--- src/rtl/tk_pkg.sv ---
package tk_pkg;
  typedef enum logic [1:0] {
    ALIGN_SEC  = 2'd0,
    ALIGN_DSEC = 2'd1,
    ALIGN_SQ   = 2'd2,
    ALIGN_CS   = 2'd3
  } align_sel_e;

  localparam int unsigned NUM_REFS = 4;
endpackage

--- src/rtl/tk_edge_sync.sv ---
module tk_edge_sync #(
  parameter bit BOTH_EDGES = 1'b0
) (
  input  logic clk,
  input  logic rst_n,
  input  logic raw_i,
  output logic edge_o
);
  logic meta_q, sync_q, prev_q;

  always_ff @(posedge clk) begin
    if (!rst_n) begin
      meta_q <= 1'b0;
      sync_q <= 1'b0;
      prev_q <= 1'b0;
    end else begin
      meta_q <= raw_i;
      sync_q <= meta_q;
      prev_q <= sync_q;
    end
  end

  generate
    if (BOTH_EDGES) begin : g_any
      assign edge_o = sync_q ^ prev_q;
    end else begin : g_rise
      assign edge_o = sync_q & ~prev_q;
    end
  endgenerate

  // a detected edge never lasts two cycles in a row
  a_r4_edge_single: assert property (@(posedge clk) disable iff (!rst_n)
    edge_o |=> !edge_o);
endmodule

--- src/rtl/tk_tick_div.sv ---
module tk_tick_div #(
  parameter int unsigned DIV = 500000
) (
  input  logic clk,
  input  logic rst_n,
  input  logic restart_i,
  output logic tick_o
);
  localparam int unsigned CW = (DIV > 2) ? $clog2(DIV) : 1;
  localparam logic [CW-1:0] LAST = CW'(DIV - 1);

  logic [CW-1:0] cnt_q;

  always_ff @(posedge clk) begin
    if (!rst_n || restart_i) begin
      cnt_q <= '0;
    end else if (cnt_q == LAST) begin
      cnt_q <= '0;
    end else begin
      cnt_q <= cnt_q + 1'b1;
    end
  end

  assign tick_o = (cnt_q == LAST) && !restart_i;

  // the phase counter never leaves its range
  a_r6_phase_range: assert property (@(posedge clk) disable iff (!rst_n)
    cnt_q <= LAST);
  // a restart suppresses the next tick for a whole period
  a_r6_restart_phase: assert property (@(posedge clk) disable iff (!rst_n)
    restart_i |=> cnt_q == '0);
endmodule

--- src/rtl/tk_pulse_watch.sv ---
module tk_pulse_watch #(
  parameter int unsigned LIM_W = 32
) (
  input  logic             clk,
  input  logic             rst_n,
  input  logic             run_i,
  input  logic             seen_i,
  input  logic             load_i,
  input  logic [LIM_W-1:0] limit_i,
  output logic             ok_o,
  output logic             lost_o
);
  logic [LIM_W-1:0] gap_q;
  logic             expire;

  assign expire = run_i && !seen_i && (limit_i != '0) &&
                  (gap_q >= limit_i - 1'b1);

  always_ff @(posedge clk) begin
    if (!rst_n) begin
      gap_q  <= '0;
      ok_o   <= 1'b0;
      lost_o <= 1'b0;
    end else begin
      if (seen_i) begin
        gap_q <= '0;
      end else if (run_i && gap_q != '1) begin
        gap_q <= gap_q + 1'b1;
      end

      if (seen_i) begin
        lost_o <= 1'b0;
      end else if (expire) begin
        lost_o <= 1'b1;
      end

      if (load_i) begin
        ok_o <= 1'b1;
      end else if (expire) begin
        ok_o <= 1'b0;
      end
    end
  end

  // a lost pulse always withdraws validity
  a_r9_lost_not_ok: assert property (@(posedge clk) disable iff (!rst_n)
    lost_o |-> !ok_o);
  // any alignment edge clears the lost flag
  a_r10_seen_clears: assert property (@(posedge clk) disable iff (!rst_n)
    seen_i |=> !lost_o);
  // with the check disabled the flag cannot rise
  a_r9_disabled: assert property (@(posedge clk) disable iff (!rst_n)
    (limit_i == '0) |=> !$rose(lost_o));
endmodule

--- src/rtl/pulse_timekeeper.sv ---
module pulse_timekeeper
  import tk_pkg::*;
#(
  parameter int unsigned CLK_HZ = 50000000,
  parameter int unsigned TIME_W = 48,
  parameter int unsigned LIM_W  = 32
) (
  input  logic              clk,
  input  logic              rst_n,
  input  logic              sec_pulse_i,
  input  logic              dsec_pulse_i,
  input  logic              slow_sq_i,
  input  logic              cs_pulse_i,
  input  logic [1:0]        align_sel_i,
  input  logic              tick_ext_i,
  input  logic [LIM_W-1:0]  lost_limit_i,
  input  logic              set_valid_i,
  output logic              set_ready_o,
  input  logic [TIME_W-1:0] set_time_i,
  output logic [TIME_W-1:0] time_o,
  output logic              time_ok_o,
  output logic              pulse_lost_o
);
  localparam int unsigned DIV = CLK_HZ / 100;

  logic [NUM_REFS-1:0] raw_refs;
  logic [NUM_REFS-1:0] ref_edge;
  logic                align_hit, do_load, div_tick, tick;
  logic [TIME_W-1:0]   pend_q, time_q;
  logic                armed_q, running_q;
  align_sel_e          sel;

  assign raw_refs = {cs_pulse_i, slow_sq_i, dsec_pulse_i, sec_pulse_i};

  generate
    for (genvar g = 0; g < NUM_REFS; g++) begin : g_ref
      tk_edge_sync #(.BOTH_EDGES(g == int'(ALIGN_SQ))) u_sync (
        .clk   (clk),
        .rst_n (rst_n),
        .raw_i (raw_refs[g]),
        .edge_o(ref_edge[g])
      );
    end
  endgenerate

  assign sel       = align_sel_e'(align_sel_i);
  assign align_hit = ref_edge[sel];
  assign do_load   = align_hit && armed_q;

  tk_tick_div #(.DIV(DIV)) u_div (
    .clk      (clk),
    .rst_n    (rst_n),
    .restart_i(do_load),
    .tick_o   (div_tick)
  );

  assign tick = tick_ext_i ? ref_edge[ALIGN_CS] : div_tick;

  always_ff @(posedge clk) begin
    if (!rst_n) begin
      pend_q    <= '0;
      armed_q   <= 1'b0;
      running_q <= 1'b0;
      time_q    <= '0;
    end else begin
      if (set_valid_i) begin
        pend_q  <= set_time_i;
        armed_q <= 1'b1;
      end else if (do_load) begin
        armed_q <= 1'b0;
      end

      if (do_load) begin
        time_q    <= pend_q;
        running_q <= 1'b1;
      end else if (running_q && tick) begin
        time_q <= time_q + 1'b1;
      end
    end
  end

  tk_pulse_watch #(.LIM_W(LIM_W)) u_watch (
    .clk    (clk),
    .rst_n  (rst_n),
    .run_i  (running_q),
    .seen_i (align_hit),
    .load_i (do_load),
    .limit_i(lost_limit_i),
    .ok_o   (time_ok_o),
    .lost_o (pulse_lost_o)
  );

  assign set_ready_o = 1'b1;
  assign time_o      = time_q;

  // no counting before the first alignment load
  a_r1_idle_zero: assert property (@(posedge clk) disable iff (!rst_n)
    !running_q |-> time_q == '0);
  // a load takes the value that was pending
  a_r3_load_value: assert property (@(posedge clk) disable iff (!rst_n)
    do_load |=> time_o == $past(pend_q));
  // validity follows a load
  a_r3_ok_after_load: assert property (@(posedge clk) disable iff (!rst_n)
    do_load |=> time_ok_o);
  // without a load the count only holds or steps by one
  a_r5_no_jump: assert property (@(posedge clk) disable iff (!rst_n)
    !do_load |=> (time_o == $past(time_o)) || (time_o == $past(time_o) + 1'b1));
endmodule

--- config.mk ---
export PLATFORM = sky130hd
export DESIGN_NAME = pulse_timekeeper
export DESIGN_NICKNAME = d
export VERILOG_FILES = /design/src/rtl/tk_pkg.sv /design/src/rtl/tk_edge_sync.sv /design/src/rtl/tk_tick_div.sv /design/src/rtl/tk_pulse_watch.sv /design/src/rtl/pulse_timekeeper.sv
export SDC_FILE = /design/constraint.sdc
export NUM_CORES = 1
export LEC_CHECK = 0
export BUFFER_PORTS_ARGS = -buffer_cell sky130_fd_sc_hd__clkbuf_2
export CORE_ASPECT_RATIO = 0.8
export CORE_UTILIZATION = 41
export DETAILED_ROUTE_END_ITERATION = 16
export GPL_TIMING_DRIVEN = 0
export HOLD_SLACK_MARGIN = 0.03
export PLACE_DENSITY = 0.74
export SKIP_LAST_GASP = 1
export SYNTH_ARGS = -nofsm -noshare
export SYNTH_HDL_FRONTEND = slang
export SYNTH_HIERARCHICAL = 1
export SYNTH_SLANG_ARGS = --single-unit
--- constraint.sdc ---
create_clock -name clk -period 4.84 [get_ports clk]
set_input_delay 1.452 -clock clk [delete_from_list [all_inputs] [get_ports clk]]
set_output_delay 1.452 -clock clk [all_outputs]
set_load 0.05 [all_outputs]
==> metrics.yaml <==
sta:
  whs_ns: 0.434
  worst_clock_skew_ns: 0.0147
  fin_crit_sh: 0.968
  fmax_mhz: 213
  rsz0062_at_grt: "false"
  tightest_slew_ns: 0.994
  finalCriticalPeriod_ns: 4.68
  setup_ws_ns: 0.156
  report.final.hold_viol_count: 0
  setup_violations: 0
  slew_violations: 0
  setup_tns_ns: 0
  max_slew_margin: 0.327
synthesis:
  synth_flop_cell: "dfxtp_1"
  yosys-top-cells-area: "dfxtp_1, nor2_1, mux2i_1"
  ys_types: 66
  yosysWarnings: 6
  yosysTopAreaCell: "dfxtp_1"
  ys_seq_area_frac: 0.376
  asyncSetResetFlopFracSynth: 0
  synthesis.area_mm2: 0.00867
  syn-num-nets: 1135
  ys_ff_latch: 163
  synth.top_cell.area_share: 0.376
  syn_area_per_cell_um2: 8.59
  synth-edff-count: 0
  syn_inst: 1009
power:
  ir_drop_mv: 0.174
  combPwrFrac: 0.095
  sw_frac_of_total: 0.269
  power_frac_seq: 0.475
  pwr-share-clk: 0.431
  p_sw_w: 0.000806
  power_w: 0.00300
  p_int_w: 0.00219
  p_leak_nw: 4.07
  powerDensity_mw_per_mm2: 290
clocking:
  cts-htree-levels: 4
  clock_tree.root_cell: "clkbuf_16"
  clk_latency_ns: 0.44
  cts_tree: "done"
  hold_buffers: 0
  cts_max_path_buffers: 2
  clk_pin_slew_ns: 0.07
  cts.sinks: 163
  numCtsBuffers: 17
worst_setup_path:
  critPathLaunchType: "input pin"
  r2r_end: "time_o[27]"
  endpoint_kind: "flip-flop"
  rrSetupSlack_ns: 1.25
  worstSetupPathType: "in2reg"
  crit_fanout: 5
  worstRegToRegCells: 12
  arrival_ns: 5.06
  r2r-start: "u_div/cnt_q[0]"
  critPathRequiredTime_ns: 5.22
flow_run:
  max_cap_viol_count: 0
place:
  gp_congestion: 0.891
  pre_cts_slack_ns: -1.11
  dpl.hpwl_um: 16700
  postPlaceCellArea_mm2: 0.00970
  port_buffers: 138
floorplan:
  fp.dieH_um: 132
  initial_core_util: 0.419
  io_pins: 141
  core_mm2: 0.0207
  rows: 47
  chipWidth_um: 165
  die_area_mm2: 0.0217
grt:
  track_usage: 0.214
  gr-total-overflow: 0
  grt_pass1_wl_um: 37200
  first_global_vias: 7567
  grt_max_degree: 22
  antenna_found_initial: 1
worst_hold_path:
  worst_hold_startpoint: "g_ref[2].u_sync/meta_q"
  hold_depth: 1
  holdCritPathClass: "reg2reg"
  whs_endpoint: "g_ref[2].u_sync/sync_q"
finish:
  nets: 1292
  design_area_mm2: 0.0103
  num_antenna_cells: 0
  area_growth_syn_to_layout_pct: 19.2
  drive_above_1_share: 0.176
route:
  route.detailed.drc: 0
  first_pass_iters: 5
  ant_nets: 0
  wl_um: 22700
  initialDrtViolationCount: 477
  vias: 8040
  vias_per_cell: 5.55
  routedWlPerCell_um: 15.7
outcome:
  status: "finished, final reports clean"
[final cells by class]
type	count	area [µm²]
sequential	163	3260
multi-input combinational	777	5220
fill	2013	10400
inverter	25	93.8
tap	269	337
timing repair buffer	139	698
buffer	43	170
clock buffer	21	460
clock inverter	11	93.8
[power groups by stage]
stage	combinational (W)	clock, W	sequential [W]
global route	0.000312	0.00137	0.00143
floorplan	0.000139	0	0.00148
global placement	0.000276	0	0.00145
finish	0.000283	0.00129	0.00142
detailed placement	0.000280	0	0.00145
CTS	0.000283	0.00131	0.00142
[worst max-delay path by stage]
stage	to	depth (start not counted)	startpoint	slack, ns
after floorplan	u_watch/lost_o	11	lost_limit_i[6]	0.14
after global placement	u_watch/lost_o	11	lost_limit_i[6]	-1.01
after detailed placement	u_watch/lost_o	11	lost_limit_i[6]	-1.11
after CTS	u_watch/lost_o	11	lost_limit_i[6]	0.07
after global routing	u_watch/lost_o	11	lost_limit_i[6]	0.06
final	u_watch/lost_o	12	lost_limit_i[6]	0.16
[worst max-delay path, stage by stage]
cell	delay, ns
clkbuf_2	0.13
or4_4	0.60
nor4b_4	0.40
buf_4	0.20
nand2_1	0.06
xor2_1	0.14
ha_1	0.27
nand2_1	0.06
nor4_1	0.36
or4b_2	0.69
a311oi_4	0.43
o221a_2	0.26
[flip-flops by register name, summed over array words and instances (netlist names)]
name / cells
g_ref.u_sync/sync_q: 4
running_q: 1
u_div/cnt_q: 19
armed_q: 1
pend_q: 48
g_ref.u_sync/prev_q: 4
u_watch/gap_q: 32
u_watch/ok_o: 1
time_o: 48
u_watch/lost_o: 1
g_ref.u_sync/meta_q: 4
[cell usage in the layout, fill, tap and decap left out, drive strengths merged, types with 7 or more instances in the layout]
cell    count
xnor2      54
nor4       20
o21ai      29
nor2      140
dfxtp     163
and4       11
o31ai       8
nand4      32
a211oi     21
and2       20
inv        31
or3        25
or4        31
ha         36
nand2      67
nor3       21
nand3      59
xor2       23
a311oi      7
mux2i      49
o211ai     13
clkbuf    193
buf        10
a21oi      38
and3       11
[cell usage after synthesis (all sizes together) (21+ instances only)]
cell,count
o21ai,29
nand3,59
dfxtp,163
or4,31
mux2i,49
nor3,21
inv,25
nor2,140
xor2,23
ha,36
a21oi,38
xnor2,54
or3,25
clkbuf,35
a211oi,21
nand4,32
nand2,67
[what timing repair did]
action,CTS,global route
buffers inserted,1,0
setup endpoints to repair,2,2
pin swaps,1,1
gates resized for setup,8,5
[metrics by stage]
step | std cells | utilization
6_report | 1448 | 0.499
5_1_grt | 1448 | 0.499
4_1_cts | 1448 | 0.498
3_5_place_dp | 1416 | 0.468
3_3_place_gp | 1416 | 0.468
2_1_floorplan | 1009 | -
[metal layers]
layer | routed length (µm) | track usage
met3 | 1780 | 0.0544
met1 | 10300 | 0.289
met2 | 10300 | 0.335
met4 | 336 | 0.0647
met5 | 0 | 0
[logic make-up (layout without fill, tap and decap cells)]
logic type | Yosys count | count (layout) | synth area share
DFF | 163 | 163 | 0.376
xor gates and xnor gates | 77 | 77 | 0.0778
buffers and inverters | 69 | 239 | 0.0309
muxes | 51 | 51 | 0.0605
and+or+nand+nor | 464 | 464 | 0.287
adders and majority gates | 36 | 36 | 0.0520
AOI/OAI and AO/OA | 148 | 148 | 0.115
other | 1 | 1 | 0.000433
(Power assumes the default switching activity.)
